File: src/rtl/mdio_mgmt_pkg.sv
package mdio_mgmt_pkg;

    localparam int FRAME_LEN = 64;
    localparam int PRE_LEN   = 32;
    localparam int HDR_LAST  = 45;
    localparam int TURN_LAST = 47;
    localparam int CMD_W     = 32;
    localparam int DATA_W    = 16;
    localparam int RD_BIT    = 29;

    localparam int DIV_CODE0 = 8;
    localparam int DIV_CODE1 = 16;
    localparam int DIV_CODE2 = 32;
    localparam int DIV_CODE3 = 48;
    localparam int MAX_DIV   = 48;

    typedef enum logic [2:0] {
        ST_IDLE,
        ST_PRE,
        ST_HDR,
        ST_TURN,
        ST_DATA
    } mdio_phase_e;

    function automatic int unsigned div_ratio(input logic [1:0] code);
        int unsigned r;
        unique case (code)
            2'd0:    r = DIV_CODE0;
            2'd1:    r = DIV_CODE1;
            2'd2:    r = DIV_CODE2;
            default: r = DIV_CODE3;
        endcase
        return r;
    endfunction

endpackage

File: src/rtl/mdio_clk_gen.sv
module mdio_clk_gen
    import mdio_mgmt_pkg::*;
#(
    parameter int CNT_W = 6
) (
    input  logic       clk,
    input  logic       rst_n,
    input  logic       start,
    input  logic       active,
    input  logic [1:0] div_code,
    output logic       mdc,
    output logic       rise_tick,
    output logic       bit_tick
);

    logic [CNT_W-1:0] div_q;
    logic [CNT_W-1:0] cnt;
    logic [CNT_W-1:0] half;

    assign half      = div_q >> 1;
    assign rise_tick = active && (cnt == half - 1'b1);
    assign bit_tick  = active && (cnt == div_q - 1'b1);

    always_ff @(posedge clk or negedge rst_n) begin
        if (!rst_n) begin
            div_q <= CNT_W'(DIV_CODE0);
            cnt   <= '0;
            mdc   <= 1'b0;
        end else if (start) begin
            div_q <= CNT_W'(div_ratio(div_code));
            cnt   <= '0;
            mdc   <= 1'b0;
        end else if (!active || bit_tick) begin
            cnt   <= '0;
            mdc   <= 1'b0;
        end else begin
            cnt <= cnt + 1'b1;
            if (rise_tick)
                mdc <= 1'b1;
        end
    end


    mdc_idle_chk: assert property (@(posedge clk) disable iff (!rst_n)
        !active |-> !mdc);


    mdc_rise_chk: assert property (@(posedge clk) disable iff (!rst_n)
        $rose(mdc) |-> $past(active));

endmodule

File: src/rtl/mdio_frame_fsm.sv
module mdio_frame_fsm
    import mdio_mgmt_pkg::*;
(
    input  logic              clk,
    input  logic              rst_n,
    input  logic              wr_req,
    input  logic [CMD_W-1:0]  wr_data,
    input  logic              port_en,
    input  logic              rise_tick,
    input  logic              bit_tick,
    input  logic              mdio_i,
    output logic              busy,
    output logic              start,
    output logic              mdio_o,
    output logic              mdio_oe,
    output logic [CMD_W-1:0]  maint_q
);

    localparam int IDX_W = $clog2(FRAME_LEN);

    mdio_phase_e        state, nxt;
    logic [IDX_W-1:0]   idx;
    logic [DATA_W-1:0]  shin;
    logic               is_read;

    assign is_read = maint_q[RD_BIT];
    assign start   = wr_req && port_en && (state == ST_IDLE);

    always_comb begin
        nxt = state;
        unique case (state)
            ST_IDLE: if (start) nxt = ST_PRE;
            ST_PRE:  if (bit_tick && idx == IDX_W'(PRE_LEN - 1))   nxt = ST_HDR;
            ST_HDR:  if (bit_tick && idx == IDX_W'(HDR_LAST))      nxt = ST_TURN;
            ST_TURN: if (bit_tick && idx == IDX_W'(TURN_LAST))     nxt = ST_DATA;
            ST_DATA: if (bit_tick && idx == IDX_W'(FRAME_LEN - 1)) nxt = ST_IDLE;
            default: nxt = ST_IDLE;
        endcase
    end

    always_ff @(posedge clk or negedge rst_n) begin
        if (!rst_n)
            state <= ST_IDLE;
        else
            state <= nxt;
    end

    always_ff @(posedge clk or negedge rst_n) begin
        if (!rst_n) begin
            idx     <= '0;
            maint_q <= '0;
            shin    <= '0;
        end else if (start) begin
            idx     <= '0;
            maint_q <= wr_data;
            shin    <= '0;
        end else if (state != ST_IDLE) begin
            if (rise_tick && state == ST_DATA && is_read)
                shin <= {shin[DATA_W-2:0], mdio_i};
            if (bit_tick) begin
                idx <= idx + 1'b1;
                if (state == ST_DATA && idx == IDX_W'(FRAME_LEN - 1) && is_read)
                    maint_q[DATA_W-1:0] <= shin;
            end
        end
    end

    always_comb begin
        busy    = 1'b1;
        mdio_o  = 1'b1;
        mdio_oe = 1'b1;
        unique case (state)
            ST_IDLE: begin
                busy    = 1'b0;
                mdio_oe = 1'b0;
            end
            ST_PRE: mdio_o = 1'b1;
            ST_HDR: mdio_o = maint_q[~idx[4:0]];
            ST_TURN, ST_DATA: begin
                mdio_o  = maint_q[~idx[4:0]];
                mdio_oe = !is_read;
            end
            default: begin
                busy    = 1'b0;
                mdio_oe = 1'b0;
            end
        endcase
    end


    start_src_chk: assert property (@(posedge clk) disable iff (!rst_n)
        $rose(busy) |-> $past(wr_req && port_en));


    hdr_hold_chk: assert property (@(posedge clk) disable iff (!rst_n)
        busy |=> $stable(maint_q[CMD_W-1:DATA_W]));


    rd_oe_chk: assert property (@(posedge clk) disable iff (!rst_n)
        (mdio_oe && is_read) |-> (idx <= IDX_W'(HDR_LAST)));


    idle_oe_chk: assert property (@(posedge clk) disable iff (!rst_n)
        !busy |-> !mdio_oe);

endmodule

File: src/rtl/mdio_mgmt_ctrl.sv
module mdio_mgmt_ctrl
    import mdio_mgmt_pkg::*;
(
    input  logic        clk,
    input  logic        rst_n,
    input  logic        mgmt_en,
    input  logic [1:0]  mdc_div_sel,
    input  logic        maint_wr,
    input  logic [31:0] maint_wdata,
    output logic [31:0] maint_rdata,
    output logic        mgmt_idle,
    output logic        mdc,
    input  logic        mdio_i,
    output logic        mdio_o,
    output logic        mdio_oe
);

    localparam int DIV_W = $clog2(MAX_DIV + 1);
    localparam int CYC_W = $clog2(FRAME_LEN * MAX_DIV + 1);

    logic busy, start, rise_tick, bit_tick;

    mdio_clk_gen #(.CNT_W(DIV_W)) u_clk (
        .clk       (clk),
        .rst_n     (rst_n),
        .start     (start),
        .active    (busy),
        .div_code  (mdc_div_sel),
        .mdc       (mdc),
        .rise_tick (rise_tick),
        .bit_tick  (bit_tick)
    );

    mdio_frame_fsm u_fsm (
        .clk       (clk),
        .rst_n     (rst_n),
        .wr_req    (maint_wr),
        .wr_data   (maint_wdata),
        .port_en   (mgmt_en),
        .rise_tick (rise_tick),
        .bit_tick  (bit_tick),
        .mdio_i    (mdio_i),
        .busy      (busy),
        .start     (start),
        .mdio_o    (mdio_o),
        .mdio_oe   (mdio_oe),
        .maint_q   (maint_rdata)
    );

    assign mgmt_idle = !busy;

    logic [CYC_W-1:0] busy_cyc;
    logic [CYC_W-1:0] busy_exp;

    always_ff @(posedge clk or negedge rst_n) begin
        if (!rst_n) begin
            busy_cyc <= '0;
            busy_exp <= '0;
        end else begin
            busy_cyc <= busy ? busy_cyc + 1'b1 : '0;
            if (maint_wr && mgmt_en && mgmt_idle)
                busy_exp <= CYC_W'(FRAME_LEN * div_ratio(mdc_div_sel));
        end
    end


    busy_len_chk: assert property (@(posedge clk) disable iff (!rst_n)
        $rose(mgmt_idle) |-> (busy_cyc == busy_exp));

endmodule

File: config.mk
export PLATFORM = sky130hd
export DESIGN_NAME = mdio_mgmt_ctrl
export DESIGN_NICKNAME = d
export VERILOG_FILES = /design/src/rtl/mdio_mgmt_pkg.sv /design/src/rtl/mdio_clk_gen.sv /design/src/rtl/mdio_frame_fsm.sv /design/src/rtl/mdio_mgmt_ctrl.sv
export SDC_FILE = /design/constraint.sdc
export NUM_CORES = 1
export LEC_CHECK = 0
export BUFFER_PORTS_ARGS = -buffer_cell sky130_fd_sc_hd__buf_4
export CAP_MARGIN = 10
export CORE_UTILIZATION = 45
export CTS_CLUSTER_SIZE = 30
export DETAILED_ROUTE_END_ITERATION = 12
export PLACE_DENSITY_LB_ADDON = 0.15
export SYNTH_ARGS = -nofsm -noshare
export SYNTH_HDL_FRONTEND = slang
export SYNTH_SLANG_ARGS = --single-unit
File: constraint.sdc
create_clock -name clk -period 3.5 [get_ports clk]
set_input_delay 0.525 -clock clk [delete_from_list [all_inputs] [get_ports clk]]
set_output_delay 0.525 -clock clk [all_outputs]
set_load 0.05 [all_outputs]
Yosys cells after proc, flatten, opt, wreduce, memory -nomap -nowiden
Index checks and enable logic that the tools add are counted.

cells by class
  magnitude comparators = 1
  $add $sub $neg = 4
  divide/modulo/power cells = 0
  muxes and demuxes = 27
  reductions and logical operators = 31
  multiply operators = 0
  equal/unequal tests = 17
  shift operators = 0
  bitwise logic cells = 1

operator list
  operator               count
  $mux W16               7
  $mux W6                5
  $eq A6 B6 Y1 const B   3
  $pmux W6 S3            1
  $mux W3                5
  $pmux W3 S5            1
  $add A6 B1 Y6 const B  2
  $eq A6 B6 Y1           2
  $logic_and A1 B1 Y1    12
  $ne A2 B1 Y1 const B   4
  $reduce_bool A2 Y1     4
  $eq A3 B2 Y1 const B   2
  $eq A6 B5 Y1 const B   1
  $lt A5 B6 Y1 const B   1
  $mux W1                6
  $reduce_bool A3 Y1     2
  $sub A5 B1 Y6 const B  1
  $sub A6 B1 Y6 const B  1
  $bmux W1 S5            1
  $not A5 Y5             1
  $reduce_and A5 Y1      1
  $reduce_and A2 Y1      2
  $reduce_or A2 Y1       2
  $reduce_or A4 Y1       1
  12 further kinds       13

word-level totals
  logic and storage cells = 89
  output and inout bits = 36
  bits of input ports = 39
  memory bits (writable) = 0
  bits in registers = 70
  bits in read-only memories = 0
  memories = 0
  bits in latches = 0

Depth between registers and ports, before layout
Gate-level depths: netlist of run 1.

  word-level depth = 9
  depth in mapped cells = 7

Hierarchy
Synthesis of run 1 repeated with hierarchy kept, for this count alone.

second synthesis, totals
  cell total of the unflattened synthesis = 301
  area, all modules = 3389.5 µm²

modules (own cells, without submodules)
  module          area each (µm²)  instances  cells each  sequential area each (µm²)
  mdio_frame_fsm  2845.2           1          247         1426.4
  mdio_clk_gen    540.5            1          53          251.5
  mdio_mgmt_ctrl  3.8              1          1           0.0

Least setup slack after synthesis of run 1
Ideal clock, no wire load.

  path kind = flip-flop to output port
  from = register u_fsm.idx[0]
  to = output port mdio_o
  path slack = 1.246 ns
  cell stages (with the launch flop) = 6
  data arrival time = 1.729 ns
  cells stage by stage = dfrtp_1 -> clkbuf_1 -> mux2i_1 -> nand2_1 -> a32oi_1 -> nand4_1

on the way
  longest elaborated chain between the ends = 4

RTL lines
  item                           line                                        text
  start, declared                mdio_frame_fsm.sv:22                        logic [IDX_W-1:0] idx;
  start signal, assigned         mdio_frame_fsm.sv:61                        idx <= idx + 1'b1;
  $not A5 Y5                     mdio_frame_fsm.sv:78, mdio_frame_fsm.sv:80
  $bmux W1 S5                    mdio_frame_fsm.sv:78, mdio_frame_fsm.sv:80
  $mux W1 (not written as such)  mdio_frame_fsm.sv:78, mdio_frame_fsm.sv:80
  $mux W1                        n/a
  end, declared                  mdio_mgmt_ctrl.sv:14                        output logic mdio_o,

Every way passes these cells. The select of a mux whose other input is x is not followed.

Worst setup path in the final report of run 1
Ends and elaborated chain as after synthesis.

==> results of run 1 <==
==> flip-flops by register name, indices dropped and copies added (netlist names) <==
register and cells:
u_fsm.shin 16, u_fsm.idx 6, u_fsm.state 3, u_fsm.maint_q 32, u_clk.div_q 3, u_clk.mdc 1
u_clk.cnt 6
==> logic make-up after synthesis <==
logic type,Yosys count,share of synthesized area [%]
AOI/OAI and AO/OA,60,13.2
muxes,32,9.21
buffers and inverters,33,4.75
DFF,67,48.2
and+or+nand+nor,141,19.8
xor gates and xnor gates,11,3.38
adders and majority gates,4,1.44
==> cells in the mapped netlist, types with 5 or more instances <==
master	n
nand2_1	78
dfrtp_1	66
mux2i_1	32
and2_1	16
a221o_1	14
clkbuf_1	10
nor2_1	10
a21oi_1	9
o21ai_0	9
buf_2	8
inv_1	8
xor2_1	7
a22oi_1	6
nand4_1	5
nor3_1	5
or4_1	5
==> report_power, final <==
part           switching [mW]  internal, mW
clock                   0.298         0.385
sequential              0.253         0.995
combinational           0.978         0.543
total                    1.53          1.92
==> through the flow <==
| stage | hold slack, ns | power, mW | instance area, sq um |
|---|---|---|---|
| 2_1_floorplan | 0.229 | 2.30 | 3480 |
| 4_1_cts | 0.322 | 3.48 | 4280 |
| 3_5_place_dp | 0.465 | 2.79 | 4060 |
| 3_3_place_gp | 0.458 | 2.77 | 4060 |
| 5_1_grt | 0.363 | 3.64 | 4280 |
| 6_report | 0.295 | 3.45 | 4280 |
==> worst max-delay path, delay by kind of cell (launching register included) <==
family / cells / cell delay, ns
buffers and inverters: 2 / 0.53
AOI/OAI and AO/OA: 2 / 0.31
DFF: 1 / 0.71
and+or+nand+nor: 1 / 0.10
muxes: 1 / 0.25
==> worst min-delay path by stage <==
stage | slack (ns) | start | to | depth (start not counted)
global route | 0.36 | rst_n | u_clk.cnt[5] | 1
finish | 0.29 | rst_n | u_clk.div_q[4] | 1
floorplan | 0.23 | rst_n | u_clk.cnt[0] | 0
CTS | 0.32 | rst_n | u_clk.cnt[5] | 1
detailed placement | 0.47 | u_clk.cnt[0] | u_clk.cnt[0] | 1
global placement | 0.46 | u_clk.cnt[0] | u_clk.cnt[0] | 1
==> metal layers <==
metal | up-vias | global-route usage [%]
met5 | - | 0
met4 | 0 | 7.12
met3 | 8 | 3.64
met2 | 57 | 37.2
met1 | 1400 | 28.6
li1 | 1364 | -
==> area by class of cell <==
type | count | area [sq um]
clock buffers | 12 | 165
clock inverters | 4 | 47.5
fillers | 677 | 3090
inverters | 9 | 33.8
multi-input cells | 248 | 1640
flip-flops and latches | 67 | 1680
well taps | 99 | 124
repair buffers | 78 | 586
==> metrics.csv, run 1 <==
metric,value,unit
stdcell_count,517,
fin_setup_tns,0,ns
fin_crit_sh,79.1,%
dp_slack,0.902,ns
first_pass_iters,4,
hpwlAfterDp,5790,um
die_h,89.9,um
cts_num_sinks,67,
vias,2829,
syn_avg_cell_area,10.0,sq um
die_area,8090,sq um
p_leak,2.07,nW
antenna_left,0,
skew,0.00515,ns
viasPerCell,5.47,
track_usage,21.9,%
utilization,58.0,%
grt_max_degree,68,
drive_gt1_share,25.4,%
layout.nets,456,
gp_congestion,0.779,
status,finished clean,
die_w,89.9,um
cts-resized-gates,0,
yosysSeqAreaShare,48.2,%
coreArea,7370,sq um
drv_cap,0,
clock_latency,0.33,ns
pin_count,75,
rsz0062_at_grt,no,
synth.yosys.warnings,0,
drcViolationCount,0,
grt_antenna_before_repair,0,
crit_path_start_kind,flop,
timing.fmax,0.361,GHz
worst_slew_pin_slew,0.851,ns
tritoncts,yes,
setup_viol,0,
drt-wirelength-per-cell,16.1,um
syn_to_final_growth,22.9,%
cp_data_arrival_time,2.24,ns
syn_area,3480,sq um
ys_seq_elements,67,
maxSlewHeadroom,43.3,%
grt_pass1_vias,2853,
netlist.area_leader.share,47.5,%
ff2ff_path_depth,6,
synth_edf_count,0,
wl,8350,um
antennaDiodeCount,0,
period_needed,2.77,ns
clockRootBuffer,clkbuf_8,
yosysUniqueCellTypes,53,
cpMaxStageDelayCell,dfrtp_1,
first_iter_violations,214,
dr.max_layer_used,met4,
start_util,47.2,%
worstSetupStartpoint,u_fsm.idx[0],
finalHoldViolations,0,
setup.worst_path.end,mdio_o,
num_rows,31,
drv_slew,0,
yosys-top-cells-area,"dfrtp_1 47%, mux2i_1 9.2%, nand2_1 8.4%",
crit_chain,buf_4 -> mux2i_1 -> a211oi_1 -> a32oi_1 -> nand4_1 -> buf_4,
synthesis.nets,391,
criticalPathCategory,reg -> out,
placed_cells,501,
htreeDepth,3,
fin_ws,0.730,ns
peakVddDrop,0.403,mV
r2r_slack,0.88,ns
gr-total-overflow,0,
async_reset_ff_share,100,%
synth_area_leader_cell,dfrtp_1,
timing.critical_path.mode_cell,buf_4,
cp_data_required_time,2.97,ns
rr_endpoint,u_fsm.maint_q[4],
most-common-layout-cells,"78 x nand2_1, 78 x buf_4, 66 x dfrtp_1",
cp-end-kind,output pin,
powerDensity,807,nW/um^2
route.met3.wl,273,um
synth_flop_cell,dfrtp_1,
crit_fanout,13,
cts_buffers,9,
port-buffer-count,74,
cts_hold_buf,0,
cts_max_path_buffers,2,
clkSlewWorstSetupHoldPaths,0.07,ns
syn_inst,348,
wl_met1,3810,um
wl_met2,4170,um
holdCritPathClass,in -> async,
reg2reg_from,u_clk.div_q[3],
cts_setup_buffers,0,
max_stage_delay,0.71,ns
grt_pass1_wl,14100,um
Power figures use the tool's default switching activity.
==> run 2: changes to the inputs <==
clock period = 2.4 ns   (was 3.5 ns; I/O delays follow)
==> run 2 against run 1 <==
Effect of this change: routed wire length rose by 0.95%; die area unchanged; global-route usage is 0.30 points higher; combinational power increased by 55%; design area increased by 1.8%; clock power up 44%; via count is 0.14% lower; setup slack got worse by 0.59 ns; count of clock-buffer cells in the layout shrank 2; first-iteration DRC count is 38% lower; utilization grew 1.0 points; highest routed layer unchanged.
==> metrics.csv, run 2 (same netlist as run 1, synthesis figures left out) <==
metric,value,unit
reg_top3,"u_fsm.maint_q x32, u_fsm.shin x16",
grt_max_degree,68,
cts_hold_buf,0,
largest_reg_flops,32,
cts_num_sinks,67,
clock_latency,0.35,ns
die_w,89.9,um
coreArea,7370,sq um
grt_pass1_vias,2793,
grt_pass1_wl,14200,um
cts_setup_buffers,0,
drt-wirelength-per-cell,16.1,um
tritoncts,yes,
drcViolationCount,0,
r2r_slack,0.14,ns
gp_congestion,0.833,
wl,8430,um
cts_max_path_buffers,2,
die_area,8090,sq um
cp.buffers_inverters,2,
status,finished clean,
grt_antenna_before_repair,0,
port-buffer-count,74,
cp_data_arrival_time,2.52,ns
most-common-layout-cells,"84 x buf_4, 78 x nand2_1, 66 x dfrtp_1",
pin_count,75,
max_stage_delay,0.53,ns
clkSlewWorstSetupHoldPaths,0.08,ns
period_needed,2.26,ns
utilization,59.0,%
clockRootBuffer,clkbuf_8,
skew,0.0106,ns
first_iter_violations,132,
rsz0062_at_grt,no,
hpwlAfterDp,5910,um
drv_slew,0,
finalPower,5.10,mW
crit_path_start_kind,flop,
maxSlewHeadroom,44.3,%
vias,2825,
powerDensity,1170,nW/um^2
cp_data_required_time,2.67,ns
mostFrequentLayoutCell,buf_4,
track_usage,22.2,%
critPathTopFamily,simple AND/OR/NAND/NOR gates,
cts-resized-gates,0,
criticalPathCategory,reg -> reg,
cp-end-kind,flop,
timing.fmax,0.443,GHz
crit_fanout,17,
htreeDepth,3,
peakVddDrop,0.674,mV
holdCritPathClass,in -> async,
start_util,47.2,%
cpMaxStageDelayCell,dfstp_2,
worst_slew_pin_slew,0.836,ns
finalHoldViolations,0,
crit_chain,inv_1 -> ha_1 -> xnor3_1 -> nand4_4 -> buf_12 -> or4_1 -> a21oi_1,
cts_buffers,9,
fin_setup_tns,0,ns
drv_cap,0,
num_rows,31,
top_register,u_fsm.maint_q,
first_pass_iters,4,
drive_gt1_share,26.6,%
antenna_left,0,
p_leak,2.10,nW
die_h,89.9,um
timing.hold.ws,0.100,ns
syn_to_final_growth,25.1,%
antennaDiodeCount,0,
setup_viol,0,
viasPerCell,5.39,
layout.nets,463,
gr-total-overflow,0,
fin_crit_sh,94.0,%
==> run 2: where the power goes <==
part	internal [mW]	switching, mW	leakage [nW]
logic	0.827	1.53	1.13
clock network	0.517	0.464	0.0995
registers	1.45	0.314	0.870
==> run 2: final timing paths <==
check / startpoint / end / cells after the start
max reg2reg: u_clk.div_q[3] / u_fsm.idx[3] / 7
max in group asynchronous: rst_n / u_fsm.maint_q[20] / 1
min: rst_n / u_clk.cnt[1] / 1
min in group clk: maint_wdata[21] / u_fsm.maint_q[21] / 3
max: u_clk.div_q[3] / u_fsm.idx[3] / 7
min reg2reg: u_clk.cnt[0] / u_clk.cnt[0] / 1
==> run 2: per-stage QoR <==
stage	worst slack [ns]	std cells	area [sq um]
after floorplan	0.187	348	3480
after global placement	0.0947	508	4130
after detailed placement	0.0819	508	4130
after CTS	0.0450	524	4340
after global routing	0.0144	524	4350
final	0.145	524	4350
==> run 2: layer usage <==
layer	up-vias	GRT usage, %	routed length, um
li1	1384	-	-
met1	1363	29.5	3920
met2	67	35.6	4020
met3	11	6.60	353
met4	0	5.78	133
met5	-	0	0
==> run 2: cell type report <==
cell class	count	area, sq um
Clock inverter	6	71.3
Timing Repair Buffer	85	651
Clock buffer	10	138
Multi-Input combinational cell	248	1660
Inverter	9	33.8
Sequential cell	67	1680
Tap cell	99	124
Fill cell	677	3020
